--- src/rtl/ata_tim_pkg.sv ---
package ata_tim_pkg;

  localparam int CNT_W = 4;

  typedef enum logic [1:0] {
    PH_IDLE  = 2'd0,
    PH_SETUP = 2'd1,
    PH_ACT   = 2'd2,
    PH_REC   = 2'd3
  } phase_t;

  // Setup code to clock count minus one.
  function automatic logic [CNT_W-1:0] setup_m1(input logic [1:0] code);
    case (code)
      2'b01:   setup_m1 = CNT_W'(1);
      2'b10:   setup_m1 = CNT_W'(2);
      2'b00:   setup_m1 = CNT_W'(3);
      default: setup_m1 = CNT_W'(4);
    endcase
  endfunction

  // Active nibble: 0 stands for sixteen, so minus one wraps naturally.
  function automatic logic [CNT_W-1:0] act_m1(input logic [CNT_W-1:0] code);
    act_m1 = code - CNT_W'(1);
  endfunction

  // Recovery nibble: 0 -> 16 clocks, 15 -> 1 clock, n -> n+1 clocks.
  function automatic logic [CNT_W-1:0] rec_m1(input logic [CNT_W-1:0] code);
    if (code == '0)      rec_m1 = '1;
    else if (code == '1) rec_m1 = '0;
    else                 rec_m1 = code;
  endfunction

endpackage

--- src/rtl/ata_tim_regs.sv ---
module ata_tim_regs #(
  parameter int NUM_DRV = 4,
  parameter int DATA_W  = 8,
  localparam int SEL_W     = $clog2(NUM_DRV),
  localparam int DRV_CH    = NUM_DRV / 2,
  localparam int NUM_SETUP = DRV_CH + 1,
  localparam int NIB_W     = DATA_W / 2
) (
  input  logic              clk,
  input  logic              rst,
  input  logic              wr_setup,
  input  logic              wr_actrec,
  input  logic [SEL_W-1:0]  wr_sel,
  input  logic [DATA_W-1:0] wr_data,
  input  logic [SEL_W-1:0]  rd_sel,
  output logic [1:0]        setup_code,
  output logic [NIB_W-1:0]  act_code,
  output logic [NIB_W-1:0]  rec_code
);

  // Channel 0 drives map one-to-one; channel 1 drives share the last slot.
  function automatic int setup_slot(input logic [SEL_W-1:0] s);
    if (s[SEL_W-1]) setup_slot = NUM_SETUP - 1;
    else            setup_slot = int'(s[SEL_W-2:0]);
  endfunction

  logic [1:0]        setup_q [NUM_SETUP];
  logic [DATA_W-1:0] actrec_q [NUM_DRV];

  always_ff @(posedge clk) begin
    if (rst) begin
      for (int i = 0; i < NUM_SETUP; i++) setup_q[i] <= 2'b11;
    end else if (wr_setup) begin
      setup_q[setup_slot(wr_sel)] <= wr_data[DATA_W-1 -: 2];
    end
  end

  always_ff @(posedge clk) begin
    if (rst) begin
      for (int i = 0; i < NUM_DRV; i++) actrec_q[i] <= '0;
    end else if (wr_actrec) begin
      actrec_q[wr_sel] <= wr_data;
    end
  end

  assign setup_code = setup_q[setup_slot(rd_sel)];
  assign act_code   = actrec_q[rd_sel][DATA_W-1 -: NIB_W];
  assign rec_code   = actrec_q[rd_sel][NIB_W-1:0];

  // a setup write aimed at channel 0 leaves the shared channel-1 slot alone
  a_r6_ch0_setup_isolated: assert property (@(posedge clk) disable iff (rst)
    (wr_setup && !wr_sel[SEL_W-1]) |=> $stable(setup_q[NUM_SETUP-1]));

  // a setup write aimed at channel 1 leaves channel 0 slot 0 alone
  a_r7_shared_write_isolated: assert property (@(posedge clk) disable iff (rst)
    (wr_setup && wr_sel[SEL_W-1]) |=> $stable(setup_q[0]));

endmodule

--- src/rtl/ata_tim_decode.sv ---
module ata_tim_decode
  import ata_tim_pkg::*;
(
  input  logic [1:0]       setup_code,
  input  logic [CNT_W-1:0] act_code,
  input  logic [CNT_W-1:0] rec_code,
  output logic [CNT_W-1:0] setup_cnt,
  output logic [CNT_W-1:0] act_cnt,
  output logic [CNT_W-1:0] rec_cnt
);

  always_comb begin
    setup_cnt = setup_m1(setup_code);
    act_cnt   = act_m1(act_code);
    rec_cnt   = rec_m1(rec_code);
  end

endmodule

--- src/rtl/ata_tim_seq.sv ---
module ata_tim_seq
  import ata_tim_pkg::*;
(
  input  logic             clk,
  input  logic             rst,
  input  logic             req,
  input  logic             req_read,
  input  logic [CNT_W-1:0] setup_cnt,
  input  logic [CNT_W-1:0] act_cnt,
  input  logic [CNT_W-1:0] rec_cnt,
  output logic             addr_valid,
  output logic             rd_stb,
  output logic             wr_stb,
  output logic             done
);

  phase_t           phase;
  logic [CNT_W-1:0] cnt;
  logic [CNT_W-1:0] act_l;
  logic [CNT_W-1:0] rec_l;
  logic             is_rd;

  always_ff @(posedge clk) begin
    if (rst) begin
      phase      <= PH_IDLE;
      cnt        <= '0;
      act_l      <= '0;
      rec_l      <= '0;
      is_rd      <= 1'b0;
      addr_valid <= 1'b0;
      rd_stb     <= 1'b0;
      wr_stb     <= 1'b0;
      done       <= 1'b0;
    end else begin
      done <= 1'b0;
      case (phase)
        PH_IDLE: begin
          if (req) begin
            phase      <= PH_SETUP;
            cnt        <= setup_cnt;
            act_l      <= act_cnt;
            rec_l      <= rec_cnt;
            is_rd      <= req_read;
            addr_valid <= 1'b1;
          end
        end
        PH_SETUP: begin
          if (cnt == '0) begin
            phase  <= PH_ACT;
            cnt    <= act_l;
            rd_stb <= is_rd;
            wr_stb <= !is_rd;
          end else begin
            cnt <= cnt - CNT_W'(1);
          end
        end
        PH_ACT: begin
          if (cnt == '0) begin
            phase  <= PH_REC;
            cnt    <= rec_l;
            rd_stb <= 1'b0;
            wr_stb <= 1'b0;
          end else begin
            cnt <= cnt - CNT_W'(1);
          end
        end
        default: begin
          if (cnt == '0) begin
            phase      <= PH_IDLE;
            addr_valid <= 1'b0;
            done       <= 1'b1;
          end else begin
            cnt <= cnt - CNT_W'(1);
          end
        end
      endcase
    end
  end

  a_r8_one_strobe: assert property (@(posedge clk) disable iff (rst)
    !(rd_stb && wr_stb));

  a_r2_strobe_in_window: assert property (@(posedge clk) disable iff (rst)
    (rd_stb || wr_stb) |-> addr_valid);

  a_r2_done_single: assert property (@(posedge clk) disable iff (rst)
    done |=> !done);

  a_r2_done_closes_window: assert property (@(posedge clk) disable iff (rst)
    done |-> (!addr_valid && $past(addr_valid)));

  a_r10_counts_held: assert property (@(posedge clk) disable iff (rst)
    (phase != PH_IDLE) |=> ($stable(act_l) && $stable(rec_l) && $stable(is_rd)));

endmodule

--- src/rtl/ata_pio_timer.sv ---
module ata_pio_timer
  import ata_tim_pkg::*;
#(
  parameter int NUM_DRV = 4,
  parameter int DATA_W  = 8,
  localparam int SEL_W  = $clog2(NUM_DRV)
) (
  input  logic              clk,
  input  logic              rst,
  input  logic              cfg_wr_setup,
  input  logic              cfg_wr_actrec,
  input  logic [SEL_W-1:0]  cfg_sel,
  input  logic [DATA_W-1:0] cfg_data,
  input  logic              req,
  input  logic [SEL_W-1:0]  req_sel,
  input  logic              req_read,
  output logic              addr_valid,
  output logic              rd_stb,
  output logic              wr_stb,
  output logic              done
);

  logic [1:0]       setup_code;
  logic [CNT_W-1:0] act_code, rec_code;
  logic [CNT_W-1:0] setup_cnt, act_cnt, rec_cnt;

  ata_tim_regs #(.NUM_DRV(NUM_DRV), .DATA_W(DATA_W)) i_regs (
    .clk        (clk),
    .rst        (rst),
    .wr_setup   (cfg_wr_setup),
    .wr_actrec  (cfg_wr_actrec),
    .wr_sel     (cfg_sel),
    .wr_data    (cfg_data),
    .rd_sel     (req_sel),
    .setup_code (setup_code),
    .act_code   (act_code),
    .rec_code   (rec_code)
  );

  ata_tim_decode i_decode (
    .setup_code (setup_code),
    .act_code   (act_code),
    .rec_code   (rec_code),
    .setup_cnt  (setup_cnt),
    .act_cnt    (act_cnt),
    .rec_cnt    (rec_cnt)
  );

  ata_tim_seq i_seq (
    .clk        (clk),
    .rst        (rst),
    .req        (req),
    .req_read   (req_read),
    .setup_cnt  (setup_cnt),
    .act_cnt    (act_cnt),
    .rec_cnt    (rec_cnt),
    .addr_valid (addr_valid),
    .rd_stb     (rd_stb),
    .wr_stb     (wr_stb),
    .done       (done)
  );

endmodule

--- config.mk ---
export PLATFORM = sky130hd
export DESIGN_NAME = ata_pio_timer
export DESIGN_NICKNAME = d
export VERILOG_FILES = /design/src/rtl/ata_tim_pkg.sv /design/src/rtl/ata_tim_regs.sv /design/src/rtl/ata_tim_decode.sv /design/src/rtl/ata_tim_seq.sv /design/src/rtl/ata_pio_timer.sv
export SDC_FILE = /design/constraint.sdc
export NUM_CORES = 1
export LEC_CHECK = 0
export BUFFER_PORTS_ARGS = -buffer_cell sky130_fd_sc_hd__buf_2
export CORE_AREA = 2 2 80 82
export DETAILED_ROUTE_END_ITERATION = 8
export DIE_AREA = 0 0 82 84
export PLACE_DENSITY = 0.67
export RECOVER_POWER = 50
export SYNTH_ARGS = -nofsm -noshare
export SYNTH_HDL_FRONTEND = slang
export SYNTH_HIERARCHICAL = 1
export SYNTH_SLANG_ARGS = --single-unit
--- constraint.sdc ---
create_clock -name clk -period 3.54 [get_ports clk]
set_input_delay 0.531 -clock clk [delete_from_list [all_inputs] [get_ports clk]]
set_output_delay 0.531 -clock clk [all_outputs]
set_load 0.01 [all_outputs]
=== Yosys cells after proc, flatten, opt, wreduce, memory -nomap -nowiden ===
Memory sizes are Yosys's and may differ from the RTL's.
Cells that the tools add are included.

* Register bits: 19
* RAM bits: 38
* Input port bits: 18
* Output and inout bits: 4
* Word-level logic and storage cells: 78
* Memories: 2

{| class="wikitable"
|+ Memories
! memory !! words !! width !! read ports !! clocked after Yosys merged registers in !! write ports !! line !! text
|-
| i_regs.actrec_q || 4 || 8 || 1 || 0 || 4 || ata_tim_regs.sv:28 || <nowiki>logic [DATA_W-1:0] actrec_q [NUM_DRV];</nowiki>
|-
| i_regs.setup_q || 3 || 2 || 1 || 0 || 3 || ata_tim_regs.sv:27 || <nowiki>logic [1:0] setup_q [NUM_SETUP];</nowiki>
|}

* Add/sub/neg operators: 2
* Equality and inequality tests: 9
* Mux-type cells: 39
* Bitwise logic cells: 1
* Reductions and logical operators: 16

{| class="wikitable"
|+ Operator list
! cell !! count
|-
| two-way mux 4 bit || 6
|-
| two-way mux 2 bit || 11
|-
| two-way mux 1 bit || 15
|-
| case mux 4 bit (3 select lines) || 1
|-
| case mux 3 bit (3 select lines) || 1
|-
| zero test 4 bit || 2
|-
| two-way mux 8 bit || 1
|-
| OR reduction 8 bit || 1
|-
| subtractor 4 x 1 -> 4 bit, second input constant || 2
|-
| case mux 1 bit (2 select lines) || 3
|-
| case mux 2 bit (3 select lines) || 1
|-
| AND reduction 3 bit || 2
|-
| equality test 2 x 1 -> 1 bit, second input constant || 2
|-
| equality test 2 bit, second input constant || 2
|-
| equality test 4 bit, second input constant || 1
|-
| zero test 2 bit || 2
|-
| != test 2 x 1 -> 1 bit, second input constant || 2
|-
| != test 4 bit, second input constant || 1
|-
| AND reduction 2 bit || 2
|-
| AND reduction 4 bit || 1
|-
| nonzero test 2 bit || 2
|-
| OR reduction 2 bit || 2
|-
| OR reduction 4 bit || 1
|-
| != test 2 bit, second input constant || 1
|-
| other kinds (2) || 2
|}

=== Longest topological paths before layout ===
Gate-level depths: netlist (run 1).
An unclocked memory read counts as a cell.

* Depth in word-level cells: 6
* Mapped depth: 9
* Depth with buffers taken out: 8

=== Hierarchy ===
Netlist (run 1), hierarchy kept.

{| class="wikitable"
|+ Modules (own cells, without submodules)
! module !! times used !! cells an instance !! area each (um2) !! seq. area each (um2)
|-
| ata_tim_regs || 1 || 113 || 1,789.2 || 1,141.1
|-
| ata_tim_seq || 1 || 124 || 992.2 || 380.4
|-
| ata_tim_decode || 1 || 23 || 155.1 || 0.0
|}

=== Worst setup path after synthesis (run 1) ===
Ideal clock, no wire load.

* Path kind: in2reg
* Start: input req_sel[0]
* End: register i_seq.rec_l[0]
* Setup time: 70 ps
* Data arrival time: 1,815 ps
* Required time: 3,470 ps
* Path slack: 1,654 ps
* Stages on the path: 6
* Buffers on the path: 1
* Path through: buf_4 mux4_2 a21bo_2 a2bb2oi_1 nand2_1 a21oi_1

* Cells in the longest elaborated chain, start to end: 4
* Elaborated cells between the ends (all ways): 5
* Classes of those cells: eq/ne (1); mux (2); reduce/logical (1); memory (1)

{| class="wikitable"
|+ Ends and longest elaborated chain
! what !! line !! text
|-
| start: declaration || ata_pio_timer.sv:15 || <nowiki>input logic [SEL_W-1:0] req_sel,</nowiki>
|-
| memory read (4 x 8 bit) (*) || n/a ||
|-
| via rec_code[2] || ata_pio_timer.sv:24 || <nowiki>logic [CNT_W-1:0] act_code, rec_code;</nowiki>
|-
| equality test 4 bit || ata_tim_pkg.sv:30 || <nowiki>else if (code == '1) rec_m1 = '0;</nowiki>
|-
| two-way mux 4 bit || ata_tim_pkg.sv:30 ||
|-
| two-way mux 4 bit (*) || ata_tim_pkg.sv:29 || <nowiki>if (code == '0) rec_m1 = '1;</nowiki>
|-
| via rec_cnt[0] || ata_pio_timer.sv:25 || <nowiki>logic [CNT_W-1:0] setup_cnt, act_cnt, rec_cnt;</nowiki>
|-
| end signal: assignment || ata_tim_seq.sv:42 || <nowiki>rec_l <= rec_cnt;</nowiki>
|-
| end: declaration || ata_tim_seq.sv:20 || <nowiki>logic [CNT_W-1:0] rec_l;</nowiki>
|}

Mark *: on every way through the listed nets, which the timed path passes. The rest lies on a longest branch.
A chain may end at the register's enable or synchronous reset.

==> flow_summary.rst, run 1 <==
.. list-table::
   :header-rows: 1

   * - Metric
     - Value
   * - Outcome
     - complete, no violations
   * - Clock period minus worst slack
     - 2.23 ns
   * - Maximum number of buffers from clock root to sink
     - 2
   * - Most area-hungry cell type in the Yosys netlist
     - sky130_fd_sc_hd__edfxtp_1
   * - Area of the die
     - 6890 um^2
   * - Total global-route track usage
     - 0.164
   * - Clock transition at the registers of the reported paths
     - 0.07 ns
   * - Slew HR
     - 0.0284
   * - Multi-input combinational cell area
     - 1250 um^2
   * - EDFF count, synth
     - 38
   * - Number of global-route vias before repair
     - 1,850
   * - Setup clock skew after layout
     - 0.00807 ns
   * - Unrepaired setup endpoints after global routing
     - false
   * - Remaining routing DRC violations
     - 0
   * - Synth top area cells
     - sky130_fd_sc_hd__edfxtp_1 (39%), sky130_fd_sc_hd__dfxtp_1 (13%), sky130_fd_sc_hd__and2_1 (7.0%)
   * - Post-CTS repair timing setup buffer count
     - 0
   * - Number of input and output port buffers inserted
     - 21
   * - GR Util met2
     - 0.251
   * - Slew at the pin with the worst max-slew slack
     - 1.46 ns
   * - Number of antenna violations at the first check in global routing
     - 0
   * - TNS Setup
     - 0 ns
   * - Effective utilization at floorplan
     - 0.482
   * - Height of the die
     - 84 um
   * - Initial drt markers
     - 62
   * - Highest achievable clock rate
     - 449 MHz
   * - Warnings from Yosys
     - 6
   * - Path category of the worst min-delay check
     - in -> reg
   * - Global-route wire length before repair
     - 8600 um
   * - Register bit count reported by yosys
     - 57
   * - Ratio of cells with drive above 1 in the final layout
     - 0.163
   * - CTS tree
     - yes
   * - Total via count after detailed routing
     - 1,876
   * - Critical Path End Type
     - flip-flop
   * - Area used by sequential logic in the layout
     - 1520 um^2
   * - Number of rows in the core area
     - 29
   * - Type of the worst setup path
     - in -> reg
   * - Average wire length per cell after detail routing
     - 14.2 um
   * - Net count of the mapped netlist
     - 284
   * - Data required, critical path
     - 3.73 ns
   * - Global route total overflow
     - 0
   * - Area growth from synthesis to layout
     - 8.95%
   * - Max-slew violations
     - 0
   * - Cell chosen for the clock root
     - sky130_fd_sc_hd__clkbuf_8
   * - Pre-Repair DR Iteration Count
     - 4
   * - Final RePlAce weighted congestion
     - 0.796
   * - Final nets
     - 302
   * - Worst-Skew Late Latency
     - 0.33 ns
   * - Maximum number of pins on one net before global-route repair
     - 35
   * - Width of the chip
     - 82 um
   * - Total detailed-routing wirelength
     - 5110 um
   * - CP startpoint kind
     - input port
   * - HPWL Detailed
     - 3680 um
   * - M1 GR Usage
     - 0.213
   * - Endpoint arrival time on the critical path
     - 2.42 ns
   * - Sequential cell area fraction in the yosys report
     - 0.518
   * - Share of flip-flops with an asynchronous set or reset
     - 0
   * - PwrDens
     - 622 nW/um^2
   * - Synth Flop Type
     - sky130_fd_sc_hd__edfxtp_1
   * - Most instantiated library cell after synthesis
     - sky130_fd_sc_hd__edfxtp_1
   * - Met3 Usage GRT
     - 0.0628
   * - Maxcap violations
     - 0
   * - Commonest cells in the netlist
     - sky130_fd_sc_hd__edfxtp_1 (38), sky130_fd_sc_hd__and2_1 (33), sky130_fd_sc_hd__nand2_1 (28)
   * - Clock tree sinks
     - 57
   * - Final period util
     - 0.629
   * - Total I/O pin count
     - 22
   * - Portion of synthesized cell area occupied by the leading cell type
     - 0.389
   * - Final-report setup violation count
     - 0
   * - Worst ir drop on vdd
     - 327 uV
   * - Final Core Density
     - 0.525
   * - Layer with the highest usage after global routing
     - met2
   * - Post_cts resized
     - 0
   * - Number of cells produced by synthesis
     - 260
   * - # H-tree levels
     - 3
   * - Worst Path Max Fanout
     - 34
   * - Hold_ws
     - 0.448 ns
   * - Ant. Diodes
     - 0
   * - FILL cells
     - 553
   * - Vias per Instance
     - 5.21
   * - Mean post-synth cell area
     - 11.3 um^2
   * - Synthesized cell area
     - 2940 um^2
   * - Final-report hold violation count
     - 0
   * - Netlist cell types
     - 52
   * - Cts hold-fix bufs
     - 0
   * - Standard cell core area
     - 6100 um^2
   * - Remaining number of nets flagged by the antenna check after routing
     - 0
   * - Static leakage
     - 0.00122 uW
   * - Number of buffers created by CTS
     - 9
==> stage by stage <==
step           instances  total power [uW]  instance area (um^2)  worst slack, ns
6_report             360              1990                  3200             1.31
3_5_place_dp         344              1440                  3050             1.40
4_1_cts              360              2010                  3240             1.40
3_3_place_gp         344              1430                  3050             1.45
2_1_floorplan        260              1330                  2940             1.65
5_1_grt              360              2110                  3200             1.09
==> flip-flops by register name, indices dropped and copies added, names as in the netlist <==
register          flops
i_regs/actrec_q      32
i_regs/setup_q        6
i_seq/act_l           4
i_seq/addr_valid      1
i_seq/cnt             4
i_seq/done            1
i_seq/is_rd           1
i_seq/phase           2
i_seq/rd_stb          1
i_seq/rec_l           4
i_seq/wr_stb          1
==> layer usage <==
layer / part of all wire / routed length (um)
met5: 0 / 0
met4: 0.0074 / 38
met3: 0.041 / 208
met2: 0.47 / 2380
met1: 0.48 / 2480
==> worst max-delay path, stage by stage <==
cell and delay, ns:
sky130_fd_sc_hd__clkbuf_1 0.55, sky130_fd_sc_hd__nor4b_1 1.10, sky130_fd_sc_hd__and2_1 0.24
==> path summary, 6_finish.rpt <==
| path | from | to | slack (ns) | depth (start not counted) |
|---|---|---|---|---|
| setup / recovery | rst | i_regs/actrec_q[0][3] | 1.31 | 3 |
| hold / removal | req_read | i_seq/is_rd | 0.45 | 3 |
| setup reg to reg | i_seq/cnt[0] | i_seq/cnt[0] | 1.35 | 7 |
| hold reg to reg | i_seq/act_l[3] | i_seq/act_l[3] | 0.46 | 2 |
==> layout make-up <==
class                      instances  area share
sequential                        57       0.476
clock buffer                      10      0.0399
tap                               77      0.0301
inverter                          12      0.0141
timing repair buffer              21      0.0309
multi-input combinational        177       0.391
clock inverter                     6      0.0184
==> report_power, final <==
| part | internal [uW] | switching (uW) |
|---|---|---|
| Clock | 320 | 253 |
| Combinational | 222 | 336 |
| Sequential | 807 | 52.3 |
| Total | 1350 | 641 |
==> placed cells by master, fill, tap and decap left out, types with 6 or more instances in the layout <==
| cell | instances |
|---|---|
| sky130_fd_sc_hd__edfxtp_1 | 38 |
| sky130_fd_sc_hd__nor2_1 | 13 |
| sky130_fd_sc_hd__ha_1 | 6 |
| sky130_fd_sc_hd__clkbuf_8 | 9 |
| sky130_fd_sc_hd__dfxtp_1 | 19 |
| sky130_fd_sc_hd__inv_1 | 12 |
| sky130_fd_sc_hd__buf_2 | 16 |
| sky130_fd_sc_hd__mux4_2 | 8 |
| sky130_fd_sc_hd__o21ai_0 | 6 |
| sky130_fd_sc_hd__and2_1 | 14 |
| sky130_fd_sc_hd__a22oi_1 | 7 |
| sky130_fd_sc_hd__a21oi_1 | 14 |
| sky130_fd_sc_hd__clkbuf_1 | 6 |
| sky130_fd_sc_hd__nand2_1 | 28 |
| sky130_fd_sc_hd__and2_0 | 19 |
==> cells by family after synthesis <==
group / count (synthesis) / share of synthesized area
mux: 11 / 0.0716
xor+xnor: 2 / 0.00597
simple gates: 99 / 0.194
buf+inv: 26 / 0.0447
flops: 57 / 0.518
fa+ha+maj: 6 / 0.0256
compound gates: 58 / 0.139
other cells: 1 / 0.00128
Note: power is estimated with default switching activity, not from simulation.
==> run 2, diff against run 1 <==
--- a/config.mk
+++ b/config.mk
@@ -9,7 +9,7 @@
 export CORE_AREA = 2 2 80 82
 export DETAILED_ROUTE_END_ITERATION = 8
 export DIE_AREA = 0 0 82 84
-export PLACE_DENSITY = 0.67
+export PLACE_DENSITY = 0.7
 export RECOVER_POWER = 50
 export SYNTH_ARGS = -nofsm -noshare
 export SYNTH_HDL_FRONTEND = slang
==> constraint.sdc (replaced) <==
create_clock -name clk -period 1.8 [get_ports clk]
set_input_delay 0.27 -clock clk [delete_from_list [all_inputs] [get_ports clk]]
set_output_delay 0.27 -clock clk [all_outputs]
set_load 0.01 [all_outputs]
==> flow_summary.rst, run 2 (synthesis gave the netlist of run 1 again) <==
.. list-table::
   :header-rows: 1

   * - Metric
     - Value
   * - Number of buffers created by CTS
     - 9 (unchanged)
   * - Type of the worst setup path
     - reg -> reg (was in -> reg)
   * - Dpl cell area
     - 3200 um^2 (was 3050 um^2)
   * - Most flops, register
     - i_regs/actrec_q (unchanged)
   * - Unrepaired setup endpoints after global routing
     - true (was false)
   * - Path category of the worst min-delay check
     - in -> reg (unchanged)
   * - Power dissipated by switching net loads
     - 1320 uW (was 641 uW)
   * - Clock period minus worst slack
     - 1.74 ns
   * - Final RePlAce weighted congestion
     - 0.849 (was 0.796)
   * - Max-slew violations
     - 0 (unchanged)
   * - Total via count after detailed routing
     - 2,016 (was 1,876)
   * - Ratio of cells with drive above 1 in the final layout
     - 0.258 (was 0.163)
   * - Number of antenna violations at the first check in global routing
     - 0 (unchanged)
   * - Clock tree sinks
     - 57 (unchanged)
   * - Cells on Worst Hold Path
     - 3 (unchanged)
   * - Total power after layout
     - 4510 uW (was 1990 uW)
   * - Area growth from synthesis to layout
     - 17.2% (was 8.95%)
   * - Final-report setup violation count
     - 0 (unchanged)
   * - Worst r2r path cells
     - 8 (was 7)
   * - Hold_ws
     - 0.184 ns (was 0.448 ns)
   * - Commonest cells after routing, fill and taps aside
     - sky130_fd_sc_hd__edfxtp_1 (38), sky130_fd_sc_hd__nand2_1 (28), sky130_fd_sc_hd__and2_1 (20), sky130_fd_sc_hd__buf_2 (20) (was sky130_fd_sc_hd__edfxtp_1 (38), sky130_fd_sc_hd__nand2_1 (28), sky130_fd_sc_hd__and2_0 (19), sky130_fd_sc_hd__dfxtp_1 (19), sky130_fd_sc_hd__buf_2 (16))
   * - Clock transition at the registers of the reported paths
     - 0.06 ns (was 0.07 ns)
   * - PwrDens
     - 1310 nW/um^2 (was 622 nW/um^2)
   * - DP Worst Slack
     - -0.0527 ns (was 1.40 ns)
   * - Endpoint of the most critical register-to-register path
     - i_seq/phase[0] (was i_seq/cnt[0])
   * - # H-tree levels
     - 3 (unchanged)
   * - Flop-to-flop setup slack
     - 0.06 ns (was 1.35 ns)
   * - Worst ir drop on vdd
     - 652 uV (was 327 uV)
   * - Final nets
     - 321 (was 302)
   * - Fraction of power consumed by the clock network
     - 0.311 (was 0.288)
   * - Number of rows in the core area
     - 29 (unchanged)
   * - Worst-Skew Late Latency
     - 0.33 ns (about the same)
   * - Effective utilization at floorplan
     - 0.482 (unchanged)
   * - Maxcap violations
     - 0 (unchanged)
   * - Critical Path End Type
     - flip-flop (unchanged)
   * - Highest achievable clock rate
     - 574 MHz
   * - Cts hold-fix bufs
     - 0 (unchanged)
   * - Total I/O pin count
     - 22 (unchanged)
   * - Area of the die
     - 6890 um^2 (unchanged)
   * - CTS tree
     - yes (unchanged)
   * - Final period util
     - 0.968
   * - Global-route wire length before repair
     - 9180 um (was 8600 um)
   * - Largest regs
     - i_regs/actrec_q x32, i_regs/setup_q x6 (unchanged)
   * - Maximum number of pins on one net before global-route repair
     - 24 (was 35)
   * - Ant. Diodes
     - 0 (unchanged)
   * - Width of the chip
     - 82 um (unchanged)
   * - Maximum number of buffers from clock root to sink
     - 2 (unchanged)
   * - Average wire length per cell after detail routing
     - 13.6 um (was 14.2 um)
   * - Net Sw Frac
     - 0.294 (was 0.322)
   * - Remaining routing DRC violations
     - 0 (unchanged)
   * - Cell chain of the critical path
     - inv_1, ha_2, or3b_4, buf_4, o21ai_1, nand2_1, or3_1, a21oi_2 (was clkbuf_1, nor4b_1, and2_1)
   * - Total global-route track usage
     - 0.177 (was 0.164)
   * - Non-Filler Cell Area, Final
     - 3440 um^2 (was 3200 um^2)
   * - Endpoint arrival time on the critical path
     - 2.01 ns (was 2.42 ns)
   * - Slew HR
     - 0.517 (was 0.0284)
   * - Outcome
     - complete, no violations (unchanged)
   * - Slew at the pin with the worst max-slew slack
     - 0.714 ns (was 1.46 ns)
   * - CP startpoint kind
     - flip-flop (was input port)
   * - M1 GR Usage
     - 0.218 (was 0.213)
   * - Most common cell after layout, fill and taps aside
     - sky130_fd_sc_hd__edfxtp_1 (unchanged)
   * - Cell chosen for the clock root
     - sky130_fd_sc_hd__clkbuf_8 (unchanged)
   * - Number of flip-flops under the largest register name
     - 32 (unchanged)
   * - Hold Path Origin
     - req_read (unchanged)
   * - GR Util met2
     - 0.285 (was 0.251)
   * - Master of the slowest instance on the critical path
     - sky130_fd_sc_hd__or3b_4 (was sky130_fd_sc_hd__nor4b_1)
   * - Height of the die
     - 84 um (unchanged)
   * - HPWL Detailed
     - 3760 um (was 3680 um)
   * - Standard cell core area
     - 6100 um^2 (unchanged)
   * - Vias per Instance
     - 5.32 (was 5.21)
   * - Number of input and output port buffers inserted
     - 21 (unchanged)
   * - Total detailed-routing wirelength
     - 5170 um (was 5110 um)
   * - Global route total overflow
     - 0 (unchanged)
   * - Worst Setup Slack, final
     - 0.0576 ns (was 1.31 ns)
   * - Origin of the critical flop-to-flop path
     - i_seq/cnt[0] (unchanged)
   * - Combinational share of power
     - 0.316 (was 0.280)
   * - Layer with the highest usage after global routing
     - met2 (unchanged)
   * - Data required, critical path
     - 2.07 ns (was 3.73 ns)
   * - End point of the most critical hold path
     - i_seq/is_rd (unchanged)
   * - Internal power
     - 3180 uW (was 1350 uW)
   * - Final Core Density
     - 0.564 (was 0.525)
   * - Setup clock skew after layout
     - 0.00413 ns (was 0.00807 ns)
   * - Initial drt markers
     - 62 (unchanged)
   * - Worst Path Max Fanout
     - 4 (was 34)
   * - Pre-Repair DR Iteration Count
     - 4 (unchanged)
   * - Final-report hold violation count
     - 0 (unchanged)
   * - Number of global-route vias before repair
     - 2,020 (was 1,850)
   * - Remaining number of nets flagged by the antenna check after routing
     - 0 (unchanged)
   * - Critical path's largest stage delay
     - 0.40 ns (was 1.10 ns)
   * - Met3 Usage GRT
     - 0.0509 (was 0.0628)
   * - Static leakage
     - 0.00137 uW (was 0.00122 uW)
   * - Relative contribution of sequential cells to total power
     - 0.373 (was 0.432)
==> run 2: area by class of cell <==
cell class                 instances  area, um^2
tap                               77        96.3
inverter                          12        45.0
clock buffer                       9         124
fill                             534        2660
clock inverter                     7         109
multi-input combinational        177        1290
sequential                        57        1520
timing repair buffer              40         255
==> run 2: worst max-delay path, delay by kind of cell, from the launching register on <==
kind,cells,cell delay (ns)
AND/OR/NAND/NOR,3,0.80
flip-flops,1,0.31
buffers and inverters,2,0.22
adder cells (fa/ha/maj),1,0.17
AO/OA/AOI/OAI,2,0.17
==> run 2: how the worst max path moves through the flow <==
| stage | start | to | slack [ns] |
|---|---|---|---|
| after floorplan | i_seq/cnt[0] | i_seq/cnt[0] | 0.04 |
| after global placement | i_seq/cnt[0] | i_seq/phase[0] | -0.01 |
| after detailed placement | i_seq/cnt[0] | i_seq/phase[0] | -0.05 |
| after CTS | i_seq/cnt[0] | i_seq/phase[0] | 0.02 |
| after global routing | i_seq/cnt[0] | i_seq/cnt[1] | -0.06 |
| final | i_seq/cnt[0] | i_seq/phase[0] | 0.06 |
==> run 2: through the flow <==
step	cells	setup TNS, ns
after CTS	379	0
after detailed placement	362	-0.0775
final	379	0
after global placement	362	-0.0110
after global routing	379	-0.176
after floorplan	260	0
==> run 2: timing repair <==
| item | 4_1_cts | 5_1_grt |
|---|---|---|
| setup buffers | 1 | 0 |
| pin swaps | 0 | 5 |
| endpoints found under the setup margin | 2 | 8 |
| resized for setup | 1 | 8 |
==> run 2: power by group through the flow <==
stage	clock network (uW)	logic (uW)	registers [uW]
after global placement	0	1330	1700
after detailed placement	0	1360	1710
final	1400	1420	1680
after CTS	1440	1400	1680
after global routing	1490	1610	1710
after floorplan	0	915	1700
==> run 2: layer usage <==
metal | wire length [um] | up-vias
met3 | 160 | 8
met1 | 2350 | 954
met4 | 77 | 0
met5 | 0 | -
li1 | - | 1018
met2 | 2580 | 36
